[config.mk]
export PLATFORM = sky130hd
export DESIGN_NAME = quad_dac_cmd_exec
export DESIGN_NICKNAME = d
export VERILOG_FILES = /design/src/rtl/dacq_pkg.sv /design/src/rtl/dacq_decode.sv /design/src/rtl/dacq_chan.sv /design/src/rtl/dacq_ctrl.sv /design/src/rtl/quad_dac_cmd_exec.sv
export SDC_FILE = /design/constraint.sdc
export NUM_CORES = 1
export LEC_CHECK = 0
export BUFFER_PORTS_ARGS = -buffer_cell sky130_fd_sc_hd__buf_4
export CELL_PAD_IN_SITES_DETAIL_PLACEMENT = 0
export CELL_PAD_IN_SITES_GLOBAL_PLACEMENT = 1
export CORE_MARGIN = 10
export CORE_UTILIZATION = 26
export CTS_CLUSTER_SIZE = 30
export DETAILED_ROUTE_END_ITERATION = 6
export PLACE_DENSITY_LB_ADDON = 0.12
export SKIP_CTS_REPAIR_TIMING = 1
export SLEW_MARGIN = 25
export SYNTH_ARGS = -nofsm -noshare
export SYNTH_HDL_FRONTEND = slang
export SYNTH_SLANG_ARGS = --single-unit
[constraint.sdc]
create_clock -name clk -period 2.44 [get_ports clk]
set_clock_uncertainty 0.05 [all_clocks]
set_input_delay 0.244 -clock clk [delete_from_list [all_inputs] [get_ports clk]]
set_output_delay 0.244 -clock clk [all_outputs]
set_load 0.01 [all_outputs]
[src/rtl/dacq_pkg.sv]
package dacq_pkg;
  localparam int NCH = 4;
  localparam logic [2:0] ADDR_ALL = 3'b111;

  typedef enum logic [2:0] {
    CMD_WR_IN   = 3'b000,
    CMD_UPD     = 3'b001,
    CMD_WR_UALL = 3'b010,
    CMD_WR_UPD  = 3'b011,
    CMD_PWR     = 3'b100,
    CMD_SRST    = 3'b101,
    CMD_MASK    = 3'b110,
    CMD_REF     = 3'b111
  } cmd_e;
endpackage

[src/rtl/dacq_decode.sv]
module dacq_decode
  import dacq_pkg::*;
(
  input  logic           frm_valid,
  input  logic [2:0]     frm_cmd,
  input  logic [2:0]     frm_addr,
  input  logic [NCH-1:0] mask,
  output logic [NCH-1:0] ld_in,
  output logic [NCH-1:0] ld_dac,
  output logic           clr_codes,
  output logic           clr_ctrl,
  output logic           pd_we,
  output logic           mask_we,
  output logic           ref_we,
  input  logic           srst_full
);
  logic [NCH-1:0] sel;
  logic           addr_ok;

  always_comb begin
    for (int i = 0; i < NCH; i++) begin
      sel[i] = (frm_addr == 3'(i)) || (frm_addr == ADDR_ALL);
    end
    addr_ok = (frm_addr < 3'(NCH)) || (frm_addr == ADDR_ALL);
  end

  always_comb begin
    ld_in     = '0;
    ld_dac    = '0;
    clr_codes = 1'b0;
    clr_ctrl  = 1'b0;
    pd_we     = 1'b0;
    mask_we   = 1'b0;
    ref_we    = 1'b0;
    if (frm_valid) begin
      unique case (cmd_e'(frm_cmd))
        CMD_WR_IN: if (addr_ok) begin
          ld_in  = sel;
          ld_dac = sel & mask;
        end
        CMD_UPD: if (addr_ok) ld_dac = sel;
        CMD_WR_UALL: if (addr_ok) begin
          ld_in  = sel;
          ld_dac = '1;
        end
        CMD_WR_UPD: if (addr_ok) begin
          ld_in  = sel;
          ld_dac = sel;
        end
        CMD_PWR:  pd_we   = 1'b1;
        CMD_SRST: begin
          clr_codes = 1'b1;
          clr_ctrl  = srst_full;
        end
        CMD_MASK: mask_we = 1'b1;
        CMD_REF:  ref_we  = 1'b1;
        default: ;
      endcase
    end
  end
endmodule

[src/rtl/dacq_chan.sv]
module dacq_chan #(
  parameter int DW = 16
) (
  input  logic          clk,
  input  logic          rst_n,
  input  logic          clr,
  input  logic          ld_in,
  input  logic          ld_dac,
  input  logic [DW-1:0] din,
  output logic [DW-1:0] code
);
  logic [DW-1:0] stage_q;

  always_ff @(posedge clk or negedge rst_n) begin
    if (!rst_n) begin
      stage_q <= '0;
      code    <= '0;
    end else if (clr) begin
      stage_q <= '0;
      code    <= '0;
    end else begin
      if (ld_in)  stage_q <= din;
      if (ld_dac) code    <= ld_in ? din : stage_q;
    end
  end
endmodule

[src/rtl/dacq_ctrl.sv]
module dacq_ctrl
  import dacq_pkg::*;
(
  input  logic           clk,
  input  logic           rst_n,
  input  logic           clr_ctrl,
  input  logic           pd_we,
  input  logic           mask_we,
  input  logic           ref_we,
  input  logic [5:0]     ctl_data,
  output logic [NCH-1:0] mask,
  output logic [NCH-1:0] pd_flag,
  output logic [1:0]     pd_mode,
  output logic           ref_en
);
  logic going_down;
  assign going_down = |ctl_data[5:4];

  always_ff @(posedge clk or negedge rst_n) begin
    if (!rst_n) begin
      mask    <= '0;
      pd_flag <= '0;
      pd_mode <= 2'b00;
      ref_en  <= 1'b0;
    end else if (clr_ctrl) begin
      mask    <= '0;
      pd_flag <= '0;
      pd_mode <= 2'b00;
      ref_en  <= 1'b0;
    end else begin
      if (mask_we) mask <= ctl_data[NCH-1:0];
      if (ref_we)  ref_en <= ctl_data[0];
      if (pd_we) begin
        for (int i = 0; i < NCH; i++) begin
          if (ctl_data[i]) pd_flag[i] <= going_down;
        end
        if (going_down) pd_mode <= ctl_data[5:4];
      end
    end
  end
endmodule

[src/rtl/quad_dac_cmd_exec.sv]
module quad_dac_cmd_exec
  import dacq_pkg::*;
#(
  parameter int DW = 16
) (
  input  logic              clk,
  input  logic              rst_n,
  input  logic              frm_valid,
  input  logic [2:0]        frm_cmd,
  input  logic [2:0]        frm_addr,
  input  logic [DW-1:0]     frm_data,
  output logic [NCH*DW-1:0] dac_code,
  output logic [NCH-1:0]    pd_flag,
  output logic [1:0]        pd_mode,
  output logic              ref_en
);
  logic [NCH-1:0] ld_in, ld_dac, mask;
  logic           clr_codes, clr_ctrl, pd_we, mask_we, ref_we;

  dacq_decode u_dec (
    .frm_valid (frm_valid),
    .frm_cmd   (frm_cmd),
    .frm_addr  (frm_addr),
    .mask      (mask),
    .ld_in     (ld_in),
    .ld_dac    (ld_dac),
    .clr_codes (clr_codes),
    .clr_ctrl  (clr_ctrl),
    .pd_we     (pd_we),
    .mask_we   (mask_we),
    .ref_we    (ref_we),
    .srst_full (frm_data[0])
  );

  for (genvar g = 0; g < NCH; g++) begin : g_ch
    dacq_chan #(.DW(DW)) u_ch (
      .clk    (clk),
      .rst_n  (rst_n),
      .clr    (clr_codes),
      .ld_in  (ld_in[g]),
      .ld_dac (ld_dac[g]),
      .din    (frm_data),
      .code   (dac_code[g*DW +: DW])
    );
  end

  dacq_ctrl u_ctl (
    .clk      (clk),
    .rst_n    (rst_n),
    .clr_ctrl (clr_ctrl),
    .pd_we    (pd_we),
    .mask_we  (mask_we),
    .ref_we   (ref_we),
    .ctl_data (frm_data[5:0]),
    .mask     (mask),
    .pd_flag  (pd_flag),
    .pd_mode  (pd_mode),
    .ref_en   (ref_en)
  );
endmodule

==> key figures <==
Worst hold path
  • Min-delay worst type: in2reg

Die
  • Io pins: 96
  • Die Footprint: between 20000 and 30000 µm²
  • Die H: roughly 170 µm
  • Die width: 172 µm
  • CORE AREA: approximately 23000 µm²
  • Initial Utilization: 0.264
  • FP Rows: 55

Clocking
  • Root Buffer: clkbuf_16
  • Clock slew at reported path FFs: around 0.060 ns
  • Max Root-Sink Buffers: 2
  • H-tree levels: 4
  • Clk sinks: approximately 140
  • CTS tree: yes
  • TritonCTS Buffers: 17
  • Clk Latency, worst-skew pair: between 0.4 and 0.5 ns

Synthesis
  • Top cell type's share of synthesized area: 0.582
  • Part of the Yosys area used for sequential elements: 0.582
  • Primary FF master, synth: dfrtp_1
  • Syn_nets: ~530
  • Top-count cell post-synth: dfrtp_1
  • Synthesized area: 5970 µm²
  • Synth area leader: dfrtp_1
  • Syn Area/Cell: 11.9 µm²
  • Ranking of synthesized cells by area: dfrtp_1 (58%), mux2i_1 (11%), a211oi_1 (5.9%), nor2_1 (4.4%), a21oi_1 (4.3%)
  • EDFF count, synth: 0
  • Most frequent cells after synthesis: dfrtp_1 (139), nor2_1 (70), mux2i_1 (67)
  • Synth Instances: 501
  • Ys async rst share: 1.00
  • Number of synthesis warnings: 0
  • Post-synth cell types: 39
  • Yosys reg bits: 139

STA
  • Final Hold Viols: 0
  • Final setup fails: 0
  • Final setup margin: 0.729 ns
  • Slew Limit Fails: 0
  • F_max: 0.584 GHz
  • Fin crit share: 0.701
  • Worst-margin pin slew: about 0.77 ns
  • Tmin final: 1.71 ns
  • Unrepaired setup endpoints after global routing: false
  • Slew HR: 0.485
  • Sum Neg Setup Slack: 0 ns

Setup path
  • Crit-path max cell delay: 0.66 ns
  • Critical setup path kind: in2reg
  • CP Max Fanout: 16
  • Worst EP arrival: about 1.9 ns
  • Slowest-stage cell, CP: nand4_2
  • Startpoint Class: input pin
  • Critical path cell sequence: buf_4 > xnor2_1 > nand4_2 > mux2i_1 > a211oi_2
  • WP data required: 2.66 ns
  • CP Capture Type: flip-flop

Cells and area
  • Antenna diodes: 0
  • Fin nets: a little over 600
  • Non-Filler Instances: 886
  • Final core occ: 0.334
  • FILL cells: 2284
  • Area growth, synth to finish: 26.5%
  • Ratio of cells with drive above 1 in the final layout: 0.291

Run status
  • Status: finished, final reports clean

Flow run
  • Max-Cap Viols: 0

Global route
  • Grt ovf: 0
  • Global Route Usage Sum: 0.128
  • First-pass GRT wire length: 28500 µm
  • Initial antenna violation count: 0
  • Vias in the first global route: between 4000 and 5000
  • Largest net degree at the start of global routing: 115

Power
  • Static leakage: 3.64 nW
  • Pwr dens: 955 nW/µm²
  • Total power draw: 7.21 mW
  • Worst IR Drop VDD: between 0.4 and 0.5 mV

Placement
  • Dpl cells: around 850
  • Hpwl dp: 12000 µm
  • Dpl ws: 0.302 ns
  • Port Buffers: 95
  • Routability cong.: 0.761

Drt
  • DR vias/cell: 4.80
  • Post-DRT Antenna Nets: 0
  • DRC violations left: 0
  • WL/cell: 20.8 µm
  • WL final: 18500 µm
  • First drt pass iteration count: 6
  • 1st-iter DRT viols: 272
  • Routed vias: around 4300
metrics by stage:
stage / hold slack (ns) / cell area, µm²
2_1_floorplan: -0.102 / 5970
3_3_place_gp: 0.238 / 6960
3_5_place_dp: 0.248 / 6960
4_1_cts: -0.204 / 7550
5_1_grt: 0.0826 / 7560
6_report: 0.0694 / 7560
power by group:
part / switching, mW / internal, mW
logic: 0.822 / 0.764
clock network: 1.04 / 1.54
registers: 0.267 / 2.79
placed cells by master (no fill, tap or decap), types with 3 or more instances in the layout:
cell        instances
dfrtp_1           139
a211oi_2           17
clkbuf_16          17
nand2b_1            3
o2bb2ai_2           3
buf_12              3
nor3_1             17
a211oi_1           47
a311oi_1            3
nand2_1             8
nor2_1             70
a21oi_1            51
mux2i_1            67
buf_4             108
and2_1              4
clkinvlp_4          5
state kept, by name (all words and copies together), names as in the netlist:
signal	cells
g_ch.u_ch.code	64
g_ch.u_ch.stage_q	64
u_ctl.pd_flag	4
u_ctl.ref_en	1
u_ctl.mask	4
u_ctl.pd_mode	2
cell type report:
class	instances	area, µm²	share of cell area
well taps	285	357	0.0472
flip-flops and latches	139	3480	0.460
repair buffers	113	892	0.118
clock inverters	13	143	0.0189
inverters	1	3.75	0.000497
multi-input cells	316	2240	0.297
clock buffers	19	443	0.0586
final timing paths:
| kind | to | cells past startpoint | slack (ns) | start |
|---|---|---|---|---|
| max in group asynchronous | g_ch[0].u_ch.stage_q[11] | 3 | 1.33 | rst_n |
| max | g_ch[1].u_ch.code[0] | 5 | 0.73 | frm_addr[1] |
| min in group asynchronous | g_ch[3].u_ch.code[4] | 2 | 0.35 | rst_n |
| min reg2reg | u_ctl.pd_flag[0] | 2 | 0.45 | u_ctl.pd_flag[0] |
| max reg2reg | g_ch[2].u_ch.code[8] | 6 | 0.74 | u_ctl.mask[2] |
| min | u_ctl.pd_flag[0] | 2 | 0.07 | frm_cmd[0] |
critical path: cells and delay by family:
kind	cells	cell delay [ns]
compound gates	1	0.11
buf+inv	1	0.15
xor+xnor	1	0.29
simple gates	1	0.66
mux	1	0.48
cells by family (layout without fill, tap and decap cells):
kind of cell / count (synthesis) / count (layout) / share of synthesized area
AO/OA/AOI/OAI: 133 / 133 / 0.169
XOR/XNOR: 2 / 2 / 0.00293
multiplexers: 67 / 67 / 0.112
AND/OR/NAND/NOR: 114 / 114 / 0.0884
flip-flops: 139 / 139 / 0.582
buffers and inverters: 46 / 146 / 0.0448
routing by layer:
layer / track usage / routed length (µm) / vias up
met3: 0.0296 / 704 / 19
met2: 0.194 / 8560 / 79
met5: 0 / 0 / -
li1: - / - / 1984
met1: 0.175 / 8840 / 2170
met4: 0.0480 / 337 / 0
Note: power is estimated with default switching activity, not from simulation.
